[config.mk]
export PLATFORM = sky130hd
export DESIGN_NAME = pi_tuple_gen
export DESIGN_NICKNAME = d
export VERILOG_FILES = /design/src/rtl/pi_gen_pkg.sv /design/src/rtl/pi_gen_ctrl.sv /design/src/rtl/pi_gen_dp.sv /design/src/rtl/pi_tuple_gen.sv
export SDC_FILE = /design/constraint.sdc
export NUM_CORES = 1
export LEC_CHECK = 0
export ABC_CLOCK_PERIOD_IN_PS = 4450
export BUFFER_PORTS_ARGS = -buffer_cell sky130_fd_sc_hd__buf_2
export CORE_UTILIZATION = 53
export DETAILED_ROUTE_END_ITERATION = 12
export PLACE_DENSITY = 0.78
export RECOVER_POWER = 50
export SETUP_SLACK_MARGIN = 0.2
export SYNTH_ARGS = -nofsm -noshare
export SYNTH_HDL_FRONTEND = slang
export SYNTH_SLANG_ARGS = --single-unit
[constraint.sdc]
create_clock -name clk -period 4.45 [get_ports clk]
set_clock_uncertainty 0.2 [all_clocks]
set_input_delay 0.445 -clock clk [delete_from_list [all_inputs] [get_ports clk]]
set_output_delay 0.445 -clock clk [all_outputs]
set_load 0.05 [all_outputs]
[src/rtl/pi_gen_pkg.sv]
package pi_gen_pkg;

  localparam logic [15:0] GUARD_POLY = 16'h8BB7;
  localparam logic [7:0]  STAT_OK    = 8'h00;
  localparam logic [7:0]  STAT_BADPI = 8'h81;
  localparam int          TUPLE_LEN  = 8;

  typedef struct packed {
    logic crcClr;   // restart guard at zero
    logic crcEn;    // fold inByte into guard
    logic refLoad;  // capture start tag and app tag
    logic refStep;  // advance reference tag
  } dpStrobeT;

  function automatic logic [15:0] crcByte(input logic [15:0] c, input logic [7:0] d);
    logic [15:0] r;
    logic fb;
    r = c;
    for (int i = 7; i >= 0; i--) begin
      fb = r[15] ^ d[i];
      r  = {r[14:0], 1'b0};
      if (fb) r = r ^ GUARD_POLY;
    end
    return r;
  endfunction

endpackage

[src/rtl/pi_gen_ctrl.sv]
module pi_gen_ctrl
  import pi_gen_pkg::*;
#(
  parameter int BLK_W = 13,
  parameter int MD_W  = 8,
  parameter int CNT_W = 16
) (
  input  logic             clk,
  input  logic             rstN,
  input  logic             start,
  input  logic [BLK_W-1:0] blkBytes,
  input  logic [MD_W-1:0]  mdBytes,
  input  logic [1:0]       piType,
  input  logic             tupleFirst,
  input  logic             refCheck,
  input  logic [31:0]      startRef,
  input  logic [31:0]      lbaLow,
  input  logic [CNT_W-1:0] blkCount,
  input  logic             inValid,
  input  logic             outReady,
  output logic             busy,
  output logic             inTuple,
  output logic [2:0]       tupleIdx,
  output dpStrobeT         strb,
  output logic             done,
  output logic [7:0]       doneStatus,
  output logic             doneNoRetry
);

  localparam int POS_W = ((BLK_W > MD_W) ? BLK_W : MD_W) + 1;

  logic [BLK_W-1:0] blkReg;
  logic [MD_W-1:0]  mdReg;
  logic [1:0]       typeReg;
  logic             firstReg;
  logic [CNT_W-1:0] blkLeft;
  logic [POS_W-1:0] byteIdx;

  logic [POS_W-1:0] posEnd, mdOff, tupleBase;
  logic isMeta, crcCover, lastByte, lastBlk, beat, launch, reject;

  always_comb begin
    posEnd    = POS_W'(blkReg) + POS_W'(mdReg) - POS_W'(1);
    isMeta    = byteIdx >= POS_W'(blkReg);
    mdOff     = byteIdx - POS_W'(blkReg);
    tupleBase = firstReg ? '0 : (POS_W'(mdReg) - POS_W'(TUPLE_LEN));
    inTuple   = isMeta && (typeReg != 2'd0) && (mdOff >= tupleBase) &&
                (mdOff < tupleBase + POS_W'(TUPLE_LEN));
    tupleIdx  = 3'(mdOff - tupleBase);
    crcCover  = !isMeta || (mdOff < tupleBase);
    lastByte  = byteIdx == posEnd;
    lastBlk   = blkLeft == CNT_W'(1);
    beat      = busy && inValid && outReady;
    launch    = start && !busy;
    reject    = (piType == 2'd1) && refCheck && (startRef != lbaLow);
    strb.refLoad = launch;
    strb.crcClr  = launch || (beat && lastByte);
    strb.crcEn   = beat && crcCover;
    strb.refStep = beat && lastByte && (typeReg != 2'd3);
  end

  always_ff @(posedge clk) begin
    if (!rstN) begin
      busy        <= 1'b0;
      blkReg      <= '0;
      mdReg       <= '0;
      typeReg     <= '0;
      firstReg    <= 1'b0;
      blkLeft     <= '0;
      byteIdx     <= '0;
      done        <= 1'b0;
      doneStatus  <= STAT_OK;
      doneNoRetry <= 1'b0;
    end else begin
      done <= 1'b0;
      if (launch) begin
        if (reject) begin
          done        <= 1'b1;
          doneStatus  <= STAT_BADPI;
          doneNoRetry <= 1'b1;
        end else begin
          busy     <= 1'b1;
          blkReg   <= blkBytes;
          mdReg    <= mdBytes;
          typeReg  <= piType;
          firstReg <= tupleFirst;
          blkLeft  <= blkCount;
          byteIdx  <= '0;
        end
      end else if (beat) begin
        if (lastByte) begin
          byteIdx <= '0;
          if (lastBlk) begin
            busy        <= 1'b0;
            done        <= 1'b1;
            doneStatus  <= STAT_OK;
            doneNoRetry <= 1'b0;
          end else begin
            blkLeft <= blkLeft - CNT_W'(1);
          end
        end else begin
          byteIdx <= byteIdx + POS_W'(1);
        end
      end
    end
  end

  // completion is a single-cycle pulse
  a_r10_done_single: assert property (@(posedge clk) disable iff (!rstN)
    done |=> !done);

  // a successful completion follows the end of a busy period
  a_r10_done_after_busy: assert property (@(posedge clk) disable iff (!rstN)
    (done && !doneNoRetry) |-> (!busy && $past(busy)));

endmodule

[src/rtl/pi_gen_dp.sv]
module pi_gen_dp
  import pi_gen_pkg::*;
(
  input  logic        clk,
  input  logic        rstN,
  input  dpStrobeT    strb,
  input  logic [31:0] startRef,
  input  logic [15:0] appTag,
  input  logic [7:0]  inByte,
  input  logic        inTuple,
  input  logic [2:0]  tupleIdx,
  output logic [7:0]  outByte
);

  logic [15:0] guardReg;
  logic [15:0] appReg;
  logic [31:0] refReg;
  logic [7:0]  tupleByte;

  always_ff @(posedge clk) begin
    if (!rstN) begin
      guardReg <= '0;
      appReg   <= '0;
      refReg   <= '0;
    end else begin
      if (strb.crcClr)      guardReg <= '0;
      else if (strb.crcEn)  guardReg <= crcByte(guardReg, inByte);
      if (strb.refLoad) begin
        refReg <= startRef;
        appReg <= appTag;
      end else if (strb.refStep) begin
        refReg <= refReg + 32'd1;
      end
    end
  end

  always_comb begin
    unique case (tupleIdx)
      3'd0: tupleByte = guardReg[15:8];
      3'd1: tupleByte = guardReg[7:0];
      3'd2: tupleByte = appReg[15:8];
      3'd3: tupleByte = appReg[7:0];
      3'd4: tupleByte = refReg[31:24];
      3'd5: tupleByte = refReg[23:16];
      3'd6: tupleByte = refReg[15:8];
      default: tupleByte = refReg[7:0];
    endcase
    outByte = inTuple ? tupleByte : inByte;
  end

  // guard only moves when the control asks for it
  a_r2_guard_hold: assert property (@(posedge clk) disable iff (!rstN)
    (!strb.crcClr && !strb.crcEn) |=> $stable(guardReg));

  // reference tag only moves on load or step
  a_r7_ref_hold: assert property (@(posedge clk) disable iff (!rstN)
    (!strb.refLoad && !strb.refStep) |=> $stable(refReg));

endmodule

[src/rtl/pi_tuple_gen.sv]
module pi_tuple_gen
  import pi_gen_pkg::*;
#(
  parameter int BLK_W = 13,
  parameter int MD_W  = 8,
  parameter int CNT_W = 16
) (
  input  logic             clk,
  input  logic             rstN,
  input  logic             start,
  input  logic [BLK_W-1:0] blkBytes,
  input  logic [MD_W-1:0]  mdBytes,
  input  logic [1:0]       piType,
  input  logic             tupleFirst,
  input  logic             refCheck,
  input  logic [31:0]      startRef,
  input  logic [15:0]      appTag,
  input  logic [31:0]      lbaLow,
  input  logic [CNT_W-1:0] blkCount,
  input  logic [7:0]       inByte,
  input  logic             inValid,
  output logic             inReady,
  output logic [7:0]       outByte,
  output logic             outValid,
  input  logic             outReady,
  output logic             busy,
  output logic             done,
  output logic [7:0]       doneStatus,
  output logic             doneNoRetry
);

  dpStrobeT   strb;
  logic       inTuple;
  logic [2:0] tupleIdx;

  pi_gen_ctrl #(.BLK_W(BLK_W), .MD_W(MD_W), .CNT_W(CNT_W)) ctrl_i (
    .clk(clk), .rstN(rstN), .start(start), .blkBytes(blkBytes), .mdBytes(mdBytes),
    .piType(piType), .tupleFirst(tupleFirst), .refCheck(refCheck),
    .startRef(startRef), .lbaLow(lbaLow), .blkCount(blkCount),
    .inValid(inValid), .outReady(outReady), .busy(busy), .inTuple(inTuple),
    .tupleIdx(tupleIdx), .strb(strb), .done(done), .doneStatus(doneStatus),
    .doneNoRetry(doneNoRetry)
  );

  pi_gen_dp dp_i (
    .clk(clk), .rstN(rstN), .strb(strb), .startRef(startRef), .appTag(appTag),
    .inByte(inByte), .inTuple(inTuple), .tupleIdx(tupleIdx), .outByte(outByte)
  );

  assign outValid = busy && inValid;
  assign inReady  = busy && outReady;

  // nothing moves on either stream while idle
  a_r1_idle_quiet: assert property (@(posedge clk) disable iff (!rstN)
    !busy |-> (!outValid && !inReady));

  // a no-retry completion always carries the refusal code
  a_r8_refuse_code: assert property (@(posedge clk) disable iff (!rstN)
    (done && doneNoRetry) |-> (doneStatus == STAT_BADPI));

  // a stalled output never accepts input
  a_r11_stall_blocks: assert property (@(posedge clk) disable iff (!rstN)
    (outValid && !outReady) |-> !inReady);

endmodule

==> flow_summary.toml <==
[outcome]
status = "finished, violations left"
violations = "setup timing"

[final_layout]
final_common_cell = "buf_2"
n_fill_cell = 1451
multi_input_area_sq_mm = 0.00700
diodes = 0
nets = 1617
fin_area_sq_mm = 0.0119
syn_to_final_growth_pct = 25.6
drive_gt1_share_pct = 23.0
final_core_util_pct = 68.5
final_cell_mix = "132 x buf_2, 119 x dfxtp_1, 112 x nor2_1"
regArea_sq_mm = 0.00242
stdcell_count = 1654

[placed_design]
placed_cell_area_sq_mm = 0.0107
hpwl_um = 20800
port_buffers = 148
finalWeightedCongestion = 0.910
dpl.cell_count = 1603

[timing]
period_share_pct = 113
finalMaxSlewViolations = 0
setup_slack_ns = -0.560
layout_min_cycle_time_ns = 5.01
rsz0062_at_grt = "true"
max-slew-margin-rel_pct = 2.03
setup_viol = 62
worst_slew_pin_slew_ns = 1.47
finalHoldViolCount = 0
max_freq_mhz = 200

[grt]
antenna_found_initial = 0
grt_max_degree = 90
grt_pass1_vias = 8898
track_usage_pct = 31.1
grt_first_pass_wirelength_um = 44600
globalRouteOverflowTotal = 0

[synthesis]
syn_area_sq_mm = 0.00950
synth_seq_area_share_pct = 25.5
avgSynthCellArea_sq_um = 7.62
ys_warn_count = 0
synth-edff-count = 0
synthFlopType = "dfxtp_1"
synthCells = 1247
ys_async_sr_fraction_pct = 0
ys_types = 70
ys_ff_latch = 121

[run]
maxCapViolCount = 0

[clocking]
cts_root_buffer = "clkbuf_16"
cts_made_buffers = 17
htreeDepth = 4
cts_buffer_depth = 2
cts_tree = "done"
postCtsHoldBufs = 0
clk_latency_ns = 0.44
cts.sinks = 121
path_clk_slew_ns = 0.06

[worst_setup_path]
start_kind = "register"
critPathBufInv = 5
slowest_delay_ns = 0.37
crit_required_ns = 3.81
cp-startpoint = "ctrl_i.blkReg[1]$_SDFFE_PN0P_"
path_max_fanout = 7
end_kind = "primary output"
critical_path.cell_chain = "inv_2, ha_4, nor2b_1, o21a_1, o21ai_2, buf_4, buf_4, a21oi_1, nor2_1, xnor2_1, ha_1, nand4_1, nor2_1, a211oi_1, o21ai_1, a221o_1, o2111ai_2, nor2_4, buf_12, mux2_4, buf_8"
r2r-start = "ctrl_i.blkReg[1]$_SDFFE_PN0P_"
slowest_stage = "a221o_1"
path_delay_family = "compound AO/OA/AOI/OAI gates"
critPathKind = "register to primary output"
arrival_ns = 4.36

[floorplan]
dieHeight_um = 136
row_count = 48
ios = 155
dieArea_sq_mm = 0.0185
core_sq_mm = 0.0174
die_x_um = 136
start_util_pct = 54.5

[detailed_routing]
wl_per_cell_um = 17.7
wl_um = 29300
vias = 9925
vias_per_cell = 6.00
drt_iter0_markers = 792
drc = 0
firstDrtPassIters = 5
antenna_left = 0

[power]
p_leak_nw = 4.79
irDropWorstVdd_mv = 0.333
power_density_mw_per_mm2 = 378

[min_path]
min-delay-start = "appTag[2]"
hold_class = "input pin to register"
## worst min-delay path, cell delays in order
cell     delay [ns]
buf_2          0.09
nand2_1        0.04
a21oi_1        0.05
## cell type report
| type | count | area share, % |
|---|---|---|
| flip-flops and latches | 121 | 20.3 |
| well taps | 225 | 2.36 |
| clock inverters | 14 | 1.35 |
| clock buffers | 18 | 3.68 |
| repair buffers | 208 | 11.1 |
| multi-input cells | 987 | 58.6 |
| inverters | 81 | 2.55 |
## per-stage QoR
step                      hold slack (ns)  TNS (ns)  setup slack [ns]  total power (W)
after global placement              0.245     -1.17            -0.191          0.00286
after global routing               0.0492    -17.44            -0.696          0.00473
after floorplan                     0.232         0             0.202          0.00246
after CTS                          0.0411     -2.84            -0.422          0.00438
after detailed placement            0.250     -2.25            -0.314          0.00290
final                              0.0429     -6.99            -0.560          0.00451
## routing by layer
metal  global-route usage (%)  part of all wire, %  vias up
met1                     41.2                   43     4651
met5                        0                    0        -
met2                     49.6                   46      444
met4                     12.3                  3.0        0
met3                     6.00                  7.7       64
li1                         -                    -     4766
## repair_timing
action,CTS,global route
cloned,1,3
setup buffers,7,8
resized for setup,36,72
endpoints found under the hold margin,0,0
endpoints found under the setup margin,53,60
pin swaps,20,41
## worst paths after layout
| path | to | cells after the start | slack [ns] |
|---|---|---|---|
| min reg2reg | dp_i.appReg[12]$_SDFFE_PN0P_ | 2 | 0.26 |
| max reg2reg | ctrl_i.blkLeft[12]$_SDFFE_PN0P_ | 17 | -0.18 |
| max | outByte[4] | 21 | -0.56 |
| min | dp_i.appReg[2]$_SDFFE_PN0P_ | 3 | 0.04 |
## where the power goes
group | internal [W] | leakage (nW) | switching [W]
clock network | 0.000852 | 0.290 | 0.000577
registers | 0.00116 | 0.993 | 0.0000838
logic | 0.000785 | 3.50 | 0.00106
total | 0.00279 | 4.79 | 0.00172
## Yosys cell counts, types with 12 or more instances
| cell | count | share of area (%) |
|---|---|---|
| nor2_1 | 123 | 4.9 |
| dfxtp_1 | 121 | 26 |
| nand2_1 | 113 | 4.5 |
| xnor2_1 | 100 | 9.2 |
| a21oi_1 | 88 | 4.6 |
| inv_1 | 80 | 3.2 |
| ha_1 | 64 | 8.4 |
| o21ai_0 | 61 | 3.2 |
| clkbuf_1 | 47 | 1.9 |
| nor3_1 | 40 | 2.1 |
| nand3_1 | 38 | 2.0 |
| xor2_1 | 34 | 3.1 |
| mux2i_1 | 33 | 3.5 |
| nand4_1 | 29 | 1.9 |
| a31oi_1 | 26 | 1.7 |
| or3_1 | 26 | 1.7 |
| a211oi_1 | 16 | 1.3 |
| o22ai_1 | 16 | 1.1 |
| nor4_1 | 15 | 0.99 |
| and3_1 | 12 | 0.79 |
## flip-flops by register name (all words and copies together), names as in the netlist, 2 cells and up
register	count
ctrl_i.blkLeft	16
ctrl_i.blkReg	13
ctrl_i.byteIdx	14
ctrl_i.mdReg	8
ctrl_i.typeReg	2
dp_i.appReg	16
dp_i.guardReg	16
dp_i.refReg	32
## cells by family (layout without fill, tap and decap cells)
family	Yosys count	after routing	share of synthesized area [%]
AND/OR/NAND/NOR	437	437	21.9
AO/OA/AOI/OAI	300	302	20.0
buffers and inverters	146	321	6.35
XOR/XNOR	135	135	12.6
flip-flops	121	121	25.5
adder cells (fa/ha/maj)	67	67	9.06
multiplexers	40	40	4.54
other	1	6	0.0395
(Power assumes the default switching activity.)
